[config.mk]
export PLATFORM = sky130hd
export DESIGN_NAME = conv_seq
export DESIGN_NICKNAME = d
export VERILOG_FILES = /design/src/rtl/conv_seq_pkg.sv /design/src/rtl/conv_seq_setup.sv /design/src/rtl/conv_seq_walker.sv /design/src/rtl/conv_seq_mac.sv /design/src/rtl/conv_seq.sv
export SDC_FILE = /design/constraint.sdc
export NUM_CORES = 2
export LEC_CHECK = 0
export ABC_CLOCK_PERIOD_IN_PS = 9920
export CAP_MARGIN = 5
export CORE_AREA = 2 2 266 268
export CTS_BUF_LIST = sky130_fd_sc_hd__clkbuf_4 sky130_fd_sc_hd__clkbuf_8 sky130_fd_sc_hd__clkbuf_16
export DETAILED_ROUTE_END_ITERATION = 10
export DIE_AREA = 0 0 268 270
export PLACE_DENSITY_LB_ADDON = 0.3
export SETUP_SLACK_MARGIN = 0.4
export SYNTH_ARGS = -nofsm -noshare
export SYNTH_HDL_FRONTEND = slang
export SYNTH_SLANG_ARGS = --single-unit
[constraint.sdc]
create_clock -name clk -period 9.92 [get_ports clk]
set_input_delay 1.488 -clock clk [delete_from_list [all_inputs] [get_ports clk]]
set_output_delay 1.488 -clock clk [all_outputs]
set_load 0.05 [all_outputs]
[src/rtl/conv_seq_pkg.sv]
package conv_seq_pkg;

    parameter int DIM_W  = 6;
    parameter int ADDR_W = 16;

    localparam int SPAN_W = DIM_W + 2;
    localparam int OFF_W  = ADDR_W + 2;

    typedef logic [DIM_W-1:0]         dim_t;
    typedef logic [SPAN_W-1:0]        span_t;
    typedef logic [ADDR_W-1:0]        addr_t;
    typedef logic signed [OFF_W-1:0]  off_t;

    typedef struct packed {
        dim_t batch;
        dim_t in_size;
        dim_t in_ch;
        dim_t out_ch;
        dim_t k_size;
        dim_t stride;
        dim_t pad;
    } cfg_t;

    // Geometry derived once per run; every per-step update is an add.
    typedef struct packed {
        cfg_t  cfg;
        span_t out_size;
        off_t  row_pitch;   // in_size * in_ch
        off_t  img_pitch;   // in_size * in_size * in_ch
        off_t  srow;        // stride * row_pitch
        off_t  scol;        // stride * in_ch
        off_t  prow;        // pad * row_pitch
        off_t  pcol;        // pad * in_ch
    } geo_t;

    typedef struct packed {
        logic  active;
        logic  valid;
        logic  first;
        logic  last;
        logic  final_step;
        addr_t in_addr;
        addr_t ker_addr;
        addr_t out_addr;
    } req_t;

    typedef enum logic {SU_IDLE, SU_DIV} setup_state_e;

    function automatic span_t padded_span(cfg_t c);
        return span_t'(c.in_size) + (span_t'(c.pad) << 1);
    endfunction

    function automatic logic cfg_bad(cfg_t c);
        return (c.stride == '0) || (span_t'(c.k_size) > padded_span(c));
    endfunction

    function automatic off_t to_off(dim_t d);
        return off_t'(d);
    endfunction

    function automatic off_t mul_off(off_t a, off_t b);
        off_t r;
        r = a * b;
        return r;
    endfunction

endpackage

[src/rtl/conv_seq_setup.sv]
module conv_seq_setup
    import conv_seq_pkg::*;
(
    input  logic clk,
    input  logic rst,
    input  logic start_i,
    input  logic idle_i,
    input  cfg_t cfg_i,
    output geo_t geo_o,
    output logic launch_o,
    output logic err_o,
    output logic busy_o
);

    setup_state_e state_q;
    span_t        rem_q;
    span_t        quo_q;

    always_ff @(posedge clk) begin
        if (rst) begin
            state_q  <= SU_IDLE;
            geo_o    <= '0;
            rem_q    <= '0;
            quo_q    <= '0;
            launch_o <= 1'b0;
            err_o    <= 1'b0;
        end else begin
            launch_o <= 1'b0;
            if (state_q == SU_IDLE) begin
                if (start_i && idle_i) begin
                    if (cfg_bad(cfg_i)) begin
                        err_o <= 1'b1;
                    end else begin
                        err_o           <= 1'b0;
                        geo_o.cfg       <= cfg_i;
                        geo_o.row_pitch <= mul_off(to_off(cfg_i.in_size), to_off(cfg_i.in_ch));
                        geo_o.img_pitch <= mul_off(mul_off(to_off(cfg_i.in_size), to_off(cfg_i.in_size)),
                                                   to_off(cfg_i.in_ch));
                        geo_o.srow      <= mul_off(mul_off(to_off(cfg_i.stride), to_off(cfg_i.in_size)),
                                                   to_off(cfg_i.in_ch));
                        geo_o.scol      <= mul_off(to_off(cfg_i.stride), to_off(cfg_i.in_ch));
                        geo_o.prow      <= mul_off(mul_off(to_off(cfg_i.pad), to_off(cfg_i.in_size)),
                                                   to_off(cfg_i.in_ch));
                        geo_o.pcol      <= mul_off(to_off(cfg_i.pad), to_off(cfg_i.in_ch));
                        rem_q           <= padded_span(cfg_i) - span_t'(cfg_i.k_size);
                        quo_q           <= '0;
                        state_q         <= SU_DIV;
                    end
                end
            end else begin
                // Restoring division by repeated subtraction, one step per cycle.
                if (rem_q >= span_t'(geo_o.cfg.stride)) begin
                    rem_q <= rem_q - span_t'(geo_o.cfg.stride);
                    quo_q <= quo_q + span_t'(1);
                end else begin
                    geo_o.out_size <= quo_q + span_t'(1);
                    launch_o       <= 1'b1;
                    state_q        <= SU_IDLE;
                end
            end
        end
    end

    assign busy_o = (state_q == SU_DIV);

endmodule

[src/rtl/conv_seq_walker.sv]
module conv_seq_walker
    import conv_seq_pkg::*;
(
    input  logic clk,
    input  logic rst,
    input  logic launch_i,
    input  geo_t geo_i,
    output req_t req_o
);

    logic  running_q;
    dim_t  n_q, oc_q, kr_q, kc_q, ic_q;
    span_t orow_q, ocol_q;
    off_t  iy_base_q, ix_base_q;
    off_t  n_off_q, row_off_q, col_off_q, kr_off_q, kc_off_q;
    addr_t ker_q, out_q;

    logic w_ic, w_kc, w_kr, w_oc, w_ocol, w_orow, w_n;
    logic lst, fst, vld;
    off_t iy, ix, in_sum;

    always_comb begin
        w_ic   = (ic_q   == geo_i.cfg.in_ch  - dim_t'(1));
        w_kc   = (kc_q   == geo_i.cfg.k_size - dim_t'(1));
        w_kr   = (kr_q   == geo_i.cfg.k_size - dim_t'(1));
        w_oc   = (oc_q   == geo_i.cfg.out_ch - dim_t'(1));
        w_ocol = (ocol_q == geo_i.out_size   - span_t'(1));
        w_orow = (orow_q == geo_i.out_size   - span_t'(1));
        w_n    = (n_q    == geo_i.cfg.batch  - dim_t'(1));

        iy     = iy_base_q + to_off(kr_q);
        ix     = ix_base_q + to_off(kc_q);
        in_sum = n_off_q + row_off_q + kr_off_q + col_off_q + kc_off_q + to_off(ic_q);

        vld = running_q
              && (iy >= off_t'(0)) && (iy < to_off(geo_i.cfg.in_size))
              && (ix >= off_t'(0)) && (ix < to_off(geo_i.cfg.in_size));
        fst = running_q && (ic_q == '0) && (kc_q == '0) && (kr_q == '0);
        lst = running_q && w_ic && w_kc && w_kr;

        req_o.active     = running_q;
        req_o.valid      = vld;
        req_o.first      = fst;
        req_o.last       = lst;
        req_o.final_step = lst && w_oc && w_ocol && w_orow && w_n;
        req_o.in_addr    = addr_t'(in_sum);
        req_o.ker_addr   = ker_q;
        req_o.out_addr   = out_q;
    end

    always_ff @(posedge clk) begin
        if (rst) begin
            running_q <= 1'b0;
            n_q       <= '0;
            oc_q      <= '0;
            kr_q      <= '0;
            kc_q      <= '0;
            ic_q      <= '0;
            orow_q    <= '0;
            ocol_q    <= '0;
            iy_base_q <= '0;
            ix_base_q <= '0;
            n_off_q   <= '0;
            row_off_q <= '0;
            col_off_q <= '0;
            kr_off_q  <= '0;
            kc_off_q  <= '0;
            ker_q     <= '0;
            out_q     <= '0;
        end else if (launch_i) begin
            running_q <= 1'b1;
            n_q       <= '0;
            oc_q      <= '0;
            kr_q      <= '0;
            kc_q      <= '0;
            ic_q      <= '0;
            orow_q    <= '0;
            ocol_q    <= '0;
            iy_base_q <= -to_off(geo_i.cfg.pad);
            ix_base_q <= -to_off(geo_i.cfg.pad);
            n_off_q   <= '0;
            row_off_q <= -geo_i.prow;
            col_off_q <= -geo_i.pcol;
            kr_off_q  <= '0;
            kc_off_q  <= '0;
            ker_q     <= '0;
            out_q     <= '0;
        end else if (running_q) begin
            // Kernel and output layouts follow the loop order, so both are plain counters.
            ker_q <= (lst && w_oc) ? '0 : ker_q + addr_t'(1);
            if (lst) begin
                out_q <= out_q + addr_t'(1);
            end
            if (!w_ic) begin
                ic_q <= ic_q + dim_t'(1);
            end else begin
                ic_q <= '0;
                if (!w_kc) begin
                    kc_q     <= kc_q + dim_t'(1);
                    kc_off_q <= kc_off_q + to_off(geo_i.cfg.in_ch);
                end else begin
                    kc_q     <= '0;
                    kc_off_q <= '0;
                    if (!w_kr) begin
                        kr_q     <= kr_q + dim_t'(1);
                        kr_off_q <= kr_off_q + geo_i.row_pitch;
                    end else begin
                        kr_q     <= '0;
                        kr_off_q <= '0;
                        if (!w_oc) begin
                            oc_q <= oc_q + dim_t'(1);
                        end else begin
                            oc_q <= '0;
                            if (!w_ocol) begin
                                ocol_q    <= ocol_q + span_t'(1);
                                ix_base_q <= ix_base_q + to_off(geo_i.cfg.stride);
                                col_off_q <= col_off_q + geo_i.scol;
                            end else begin
                                ocol_q    <= '0;
                                ix_base_q <= -to_off(geo_i.cfg.pad);
                                col_off_q <= -geo_i.pcol;
                                if (!w_orow) begin
                                    orow_q    <= orow_q + span_t'(1);
                                    iy_base_q <= iy_base_q + to_off(geo_i.cfg.stride);
                                    row_off_q <= row_off_q + geo_i.srow;
                                end else begin
                                    orow_q    <= '0;
                                    iy_base_q <= -to_off(geo_i.cfg.pad);
                                    row_off_q <= -geo_i.prow;
                                    if (!w_n) begin
                                        n_q     <= n_q + dim_t'(1);
                                        n_off_q <= n_off_q + geo_i.img_pitch;
                                    end else begin
                                        running_q <= 1'b0;
                                    end
                                end
                            end
                        end
                    end
                end
            end
        end
    end

endmodule

[src/rtl/conv_seq_mac.sv]
module conv_seq_mac
    import conv_seq_pkg::*;
#(
    parameter int DATA_W = 8,
    parameter int ACC_W  = 24
) (
    input  logic                     clk,
    input  logic                     rst,
    input  logic                     active_i,
    input  logic                     valid_i,
    input  logic                     first_i,
    input  logic                     last_i,
    input  addr_t                    out_addr_i,
    input  logic signed [DATA_W-1:0] in_data_i,
    input  logic signed [DATA_W-1:0] ker_data_i,
    output logic                     wr_valid_o,
    output addr_t                    wr_addr_o,
    output logic signed [ACC_W-1:0]  wr_data_o
);

    localparam int PROD_W = 2 * DATA_W;

    logic signed [PROD_W-1:0] prod;
    logic signed [ACC_W-1:0]  prod_ext;
    logic signed [ACC_W-1:0]  acc_q;
    logic signed [ACC_W-1:0]  acc_next;

    always_comb begin
        prod     = valid_i ? (PROD_W'(in_data_i) * PROD_W'(ker_data_i)) : '0;
        prod_ext = ACC_W'(prod);
        acc_next = (first_i ? '0 : acc_q) + prod_ext;
    end

    always_ff @(posedge clk) begin
        if (rst) begin
            acc_q      <= '0;
            wr_valid_o <= 1'b0;
            wr_addr_o  <= '0;
            wr_data_o  <= '0;
        end else begin
            wr_valid_o <= active_i && last_i;
            if (active_i) begin
                acc_q <= acc_next;
                if (last_i) begin
                    wr_addr_o <= out_addr_i;
                    wr_data_o <= acc_next;
                end
            end
        end
    end

endmodule

[src/rtl/conv_seq.sv]
module conv_seq
    import conv_seq_pkg::*;
#(
    parameter int DATA_W = 8,
    parameter int ACC_W  = 24
) (
    input  logic                     clk,
    input  logic                     rst,
    input  logic                     start,
    input  logic [DIM_W-1:0]         cfg_batch,
    input  logic [DIM_W-1:0]         cfg_in_size,
    input  logic [DIM_W-1:0]         cfg_in_ch,
    input  logic [DIM_W-1:0]         cfg_out_ch,
    input  logic [DIM_W-1:0]         cfg_k_size,
    input  logic [DIM_W-1:0]         cfg_stride,
    input  logic [DIM_W-1:0]         cfg_pad,
    input  logic signed [DATA_W-1:0] in_data,
    input  logic signed [DATA_W-1:0] ker_data,
    output logic                     busy,
    output logic                     done,
    output logic                     cfg_err,
    output logic [SPAN_W-1:0]        out_size,
    output logic                     req_active,
    output logic                     req_valid,
    output logic                     req_first,
    output logic                     req_last,
    output logic [ADDR_W-1:0]        in_addr,
    output logic [ADDR_W-1:0]        ker_addr,
    output logic [ADDR_W-1:0]        out_addr,
    output logic                     wr_valid,
    output logic [ADDR_W-1:0]        wr_addr,
    output logic signed [ACC_W-1:0]  wr_data
);

    cfg_t cfg_in;
    geo_t geo;
    req_t req;
    logic launch;
    logic setup_busy;
    logic drain_q;
    logic done_q;

    assign cfg_in = '{batch:   cfg_batch,
                      in_size: cfg_in_size,
                      in_ch:   cfg_in_ch,
                      out_ch:  cfg_out_ch,
                      k_size:  cfg_k_size,
                      stride:  cfg_stride,
                      pad:     cfg_pad};

    conv_seq_setup u_setup (
        .clk      (clk),
        .rst      (rst),
        .start_i  (start),
        .idle_i   (!busy),
        .cfg_i    (cfg_in),
        .geo_o    (geo),
        .launch_o (launch),
        .err_o    (cfg_err),
        .busy_o   (setup_busy)
    );

    conv_seq_walker u_walker (
        .clk      (clk),
        .rst      (rst),
        .launch_i (launch),
        .geo_i    (geo),
        .req_o    (req)
    );

    conv_seq_mac #(
        .DATA_W (DATA_W),
        .ACC_W  (ACC_W)
    ) u_mac (
        .clk        (clk),
        .rst        (rst),
        .active_i   (req.active),
        .valid_i    (req.valid),
        .first_i    (req.first),
        .last_i     (req.last),
        .out_addr_i (req.out_addr),
        .in_data_i  (in_data),
        .ker_data_i (ker_data),
        .wr_valid_o (wr_valid),
        .wr_addr_o  (wr_addr),
        .wr_data_o  (wr_data)
    );

    // drain_q marks the cycle of the final write; done follows it.
    always_ff @(posedge clk) begin
        if (rst) begin
            drain_q <= 1'b0;
            done_q  <= 1'b0;
        end else begin
            drain_q <= req.active && req.final_step;
            done_q  <= drain_q;
        end
    end

    assign busy       = setup_busy | launch | req.active | drain_q;
    assign done       = done_q;
    assign out_size   = geo.out_size;
    assign req_active = req.active;
    assign req_valid  = req.valid;
    assign req_first  = req.first;
    assign req_last   = req.last;
    assign in_addr    = req.in_addr;
    assign ker_addr   = req.ker_addr;
    assign out_addr   = req.out_addr;

endmodule

Yosys cells after proc, flatten, opt, wreduce, memory -nomap -nowiden
Index checks and enable logic that the tools add are counted.
Word-level totals
  bits in registers: 449
  latch bits: 0
  bits in writable memories: 0
  memory bits (read-only): 0
  input port bits: 61
  output and inout bits: 104
  logic and storage cells: 219
  memories: 0
Operators by class
  add/subtract/negate cells: 36
  $mul: 10
  div/mod/pow operators: 0
  magnitude comparators: 6
  equal/unequal tests: 9
  shift-type cells: 0
  muxes and demuxes: 64
  bitwise operators: 7
  reduce and logical (&&, ||, !) cells: 45
Operators with widths (count)
  $mux 18: 32
  $add 18x7->18: 5
  $mux 8: 10
  $add 18x18->18: 4
  $mul 6x6->12: 6
  $add 16x16->16: 4
  $mul 18x7->18: 3
  $ge 18x1->1 const B: 2
  $lt 18x7->1: 2
  $neg 18->18: 2
  $add 16x1->16 const B: 2
  $mux 16: 2
  $add 6x1->6 const B: 5
  $eq 6x6->1: 5
  $add 24x24->24: 1
  $add 8x1->8 const B: 3
  $logic_not 6->1: 4
  $mux 24: 1
  $mux 6: 4
  $sub 6x1->6 const B: 4
  $neg 6->18: 1
  $logic_and 1x1->1: 17
  $add 16x7->16: 1
  $eq 8x8->1: 2
  21 further kinds: 55

Logic depth before layout (Yosys ltp)
  word-level depth: 11
  mapped depth: 31
  mapped depth without buffers: 30

Modules after synthesis
From an unflattened synthesis, not the netlist that was laid out.
Second synthesis, totals
  cells, all modules: 5112
  area total of the unflattened synthesis: 41848.9 µm²
By module, submodules not included
  conv_seq_setup: instances 1, cells an instance 2254, area each 18734.2 µm², seq. area each 3163.0 µm²
  conv_seq_walker: instances 1, cells an instance 2081, area each 16699.8 µm², seq. area each 3903.7 µm²
  conv_seq_mac: instances 1, cells an instance 771, area each 6346.1 µm², seq. area each 1301.2 µm²
  conv_seq: instances 1, cells an instance 6, area each 68.8 µm², seq. area each 40.0 µm²

Least setup slack after synthesis
OpenSTA, ideal clock, no wires.
  kind: input-to-reg
  start: input cfg_stride[0]
  end: register u_setup.geo_o[69] (netlist bit)
  setup time: 86 ps
  arrival: 8585 ps
  required time: 9834 ps
  path slack: 1250 ps
  stages on the path: 28
  path buffers: 2
  cells stage by stage: clkbuf_1 clkbuf_1 nand2_1 fa_1 fa_1 fa_1 inv_1 ha_1 a21o_1 a21o_1 a21oi_1 o21bai_1 xor2_1 and2_1 fa_1 fa_1 fa_1 inv_1 fa_1 inv_1 ha_1 and3_1 a211oi_1 o21ai_0 a21oi_1 o21ai_0 xor2_1 a211oi_1
On the way
  word-level cells in the longest chain between the ends: 4
  elaborated cells between the ends (all ways): 6
  classes of those cells: 2 x mul; 1 x bitwise; 3 x reduce/logical
Ends and longest elaborated chain
  start, declared: line conv_seq.sv:15  | input logic [DIM_W-1:0] cfg_stride,
  branches (longest 4 deep; another with $mul 18x7->18)
  end, declared: line conv_seq_setup.sv:9  | output geo_t geo_o,
Several ways; the timed one is not identified.
A chain may end at the register's enable or synchronous reset.

Final worst setup path
  start: input cfg_in_size[1]
  end: register u_setup.geo_o[69] (netlist bit)
On the way
  word-level cells in the longest chain between the ends: 5
  elaborated cells between the ends (all ways): 7
  classes of those cells: 1 x add/sub; 2 x mul; 1 x order compare; 1 x bitwise; 2 x reduce/logical
Ends and longest elaborated chain
  start, declared: line conv_seq.sv:11  | input logic [DIM_W-1:0] cfg_in_size,
  branches (longest 5 deep; another with $mul 18x7->18)
Several ways; the timed one is not identified.

==> flow_summary.json <==
{
  "status": "finished, final reports clean",
  "place_inst": 5918,
  "design_area_um2": 44610,
  "post-dp-hpwl_mm": 80.89,
  "core_area_um2": 69540,
  "path_depth": 29,
  "cts_hold_buf": 0,
  "vias": 34640,
  "synth_top_cell_area_share_pct": 20.45,
  "fillers": 5891,
  "synth_top_cell_by_area": "dfxtp_1",
  "ant_nets": 0,
  "drv_slew": 0,
  "post_cts_buffers": 0,
  "required_ps": 10430,
  "setup_ws_ps": 922.7,
  "synth-edff-count": 0,
  "path_buf_inv": 5,
  "ys_async_sr_fraction_pct": 0,
  "max_freq_ghz": 0.1111,
  "rsz0062_at_grt": "false",
  "drive_above_1_share_pct": 3.848,
  "cpMaxStageDelayCell": "clkdlybuf4s50_1",
  "synth_commonest_cells": "nand2_1, inv_1, ha_1, dfxtp_1, nor2_1",
  "area_growth_pct": 10.08,
  "syn_nets": 5780,
  "grt_max_degree": 87,
  "maxCapViolCount": 0,
  "crit_family": "adder cells",
  "grt_pass1_wl_mm": 173.8,
  "min_path_type": "reg -> reg",
  "pwr_density_cell_nw_per_um2": 245.4,
  "ioPinCount": 165,
  "cts_buffers": 48,
  "clockRootBuffer": "clkbuf_16",
  "globalRouteOverflowTotal": 0,
  "period_minus_slack_ps": 8997,
  "yosysWarnings": 0,
  "hold_viol": 0,
  "antenna_found_initial": 2,
  "start_kind": "input port",
  "fp.dieW_um": 268,
  "cts_buffer_depth": 3,
  "gp_congestion": 0.9029,
  "ir_worst_vdd_v": 0.0002920,
  "cts_tree": "yes",
  "port_buffers": 164,
  "htree_levels": 2,
  "clk_latency_ps": 620,
  "end_kind": "register",
  "wl_per_cell_um": 17.78,
  "clkTransAtPathRegs_ps": 60,
  "ys_ff_latch": 414,
  "cpMostUsedCell": "fa_1",
  "placed_area_um2": 42930,
  "pre_cts_ws_ps": 331.3,
  "die_h_um": 270,
  "cts.sinks": 414,
  "routed_wl_mm": 106.9,
  "slew_headroom_pct": 17.03,
  "reg2reg_depth": 28,
  "synth_area_leaders": "dfxtp_1, fa_1, ha_1, nand2_1, inv_1",
  "setup_viol": 0,
  "viasPerCell": 5.765,
  "synth_area_per_cell_um2": 8.135,
  "cts_resized": 0,
  "ys_seq_area_share_pct": 20.45,
  "fin_cells": 6009,
  "nNetsFinal": 5827,
  "clock_skew_ps": 27.35,
  "p_leak_nw": 20.16,
  "worst-path-max-fanout": 14,
  "drc": 0,
  "period_share_pct": 90.70,
  "cpPeakStageDelay_ps": 850,
  "die_area_um2": 72360,
  "worst_pin_slew_ps": 1232,
  "tns_ps": 0,
  "synth_flop_cell": "dfxtp_1",
  "rows": 97,
  "dr.pass1.iters": 8,
  "min_path_cells": 2,
  "start_util_pct": 58.27,
  "synth_area_um2": 40520,
  "worstPathArrival_ps": 9510,
  "final_core_util_pct": 64.14,
  "first_iter_violations": 3034,
  "syn_inst": 4981,
  "yosysMostFrequentCell": "nand2_1",
  "grt_usage_pct": 29.58,
  "synth_cell_type_count": 88,
  "critPathKind": "in -> reg",
  "grt_pass1_vias": 33100
}
[tightest hold or removal path: stages (launching register included)]
cell and delay (ps):
dfxtp_1 310, nand2_1 50, a21oi_1 50
[routing by layer]
metal / up-vias / global-route usage, % / share of wire [%]
met1: 16670 / 42.40 / 45
met2: 1143 / 46.53 / 45
met4: 0 / 8.248 / 2.6
li1: 16660 / - / -
met3: 174 / 4.158 / 7.2
met5: - / 0 / 0
[worst paths after layout]
check / start / slack (ps) / end
worst min register to register: u_mac.wr_data_o[14]$_SDFFE_PP0P_ / 450 / u_mac.wr_data_o[14]$_SDFFE_PP0P_
worst min-delay path: u_mac.wr_data_o[14]$_SDFFE_PP0P_ / 450 / u_mac.wr_data_o[14]$_SDFFE_PP0P_
worst max register to register: u_walker.ix_base_q[1]$_SDFFE_PP0P_ / 1650 / u_mac.wr_data_o[20]$_SDFFE_PP0P_
worst max-delay path: cfg_in_size[1] / 920 / u_setup.geo_o[69]$_SDFFE_PP0P_
[final cells by class]
| type | count | area [µm²] | share of cell area (%) |
|---|---|---|---|
| Multi-Input combinational cell | 3810 | 29390 | 65.89 |
| Sequential cell | 414 | 8289 | 18.58 |
| Timing Repair Buffer | 224 | 2085 | 4.673 |
| Inverter | 530 | 1989 | 4.460 |
| Clock buffer | 63 | 1364 | 3.058 |
| Tap cell | 940 | 1176 | 2.637 |
| Clock inverter | 26 | 306.5 | 0.6872 |
| Antenna cell | 2 | 5.005 | 0.01122 |
[layout by cell type, fill, tap and decap left out, types with 18 or more instances in the layout]
cell type / synthesis / final
nand2_1: 646 / 646
inv_1: 527 / 526
ha_1: 418 / 418
dfxtp_1: 414 / 413
nor2_1: 370 / 369
a21oi_1: 356 / 355
fa_1: 320 / 320
and2_1: 301 / 301
xnor2_1: 209 / 209
clkdlybuf4s50_1: 0 / 159
o21ai_0: 149 / 147
xor2_1: 141 / 141
nor3_1: 104 / 103
nand3_1: 85 / 85
a211oi_1: 61 / 61
buf_4: 9 / 60
a21o_1: 55 / 55
nand4_1: 52 / 52
clkbuf_16: 0 / 48
and3_1: 47 / 47
mux2i_1: 41 / 41
nor2b_1: 40 / 39
o21bai_1: 33 / 33
or3_1: 32 / 32
nor4_1: 31 / 29
o211ai_1: 25 / 25
nand2b_1: 24 / 24
o31ai_1: 18 / 18
[power breakdown]
| group | internal [mW] | switching [mW] |
|---|---|---|
| registers | 1.82 | 0.195 |
| clock network | 1.07 | 0.793 |
| logic | 2.96 | 4.11 |
[flip-flops by register name, indices dropped and copies added, names as in the netlist, 6 cells and up]
register	cells
u_mac.wr_addr_o	16
u_walker.ocol_q	8
u_setup.geo_o	133
u_walker.orow_q	8
u_walker.ic_q	6
u_walker.oc_q	6
u_walker.ker_q	16
u_walker.n_off_q	16
u_walker.n_q	6
u_setup.rem_q	8
u_walker.out_q	16
u_walker.kc_off_q	16
u_walker.kr_off_q	16
u_mac.wr_data_o	24
u_mac.acc_q	24
u_walker.row_off_q	16
u_setup.quo_q	8
u_walker.kr_q	6
u_walker.ix_base_q	18
u_walker.iy_base_q	18
u_walker.col_off_q	16
u_walker.kc_q	6
[kinds of logic after synthesis]
family                   count (synthesis)  synth area share (%)
adder cells (fa/ha/maj)                738                 28.72
AO/OA/AOI/OAI                          874                 13.43
flip-flops                             414                 20.45
multiplexers                            44                 1.096
buffers and inverters                  757                 7.133
XOR/XNOR                               358                 8.010
AND/OR/NAND/NOR                       1796                 21.16
[per-stage QoR]
step	hold slack, ps	total power, mW
floorplan	431.9	7.467
global placement	439.9	8.832
detailed placement	446.3	9.028
CTS	455.1	10.95
global route	469.5	12.01
finish	452.1	10.95
Power figures use the tool's default switching activity.
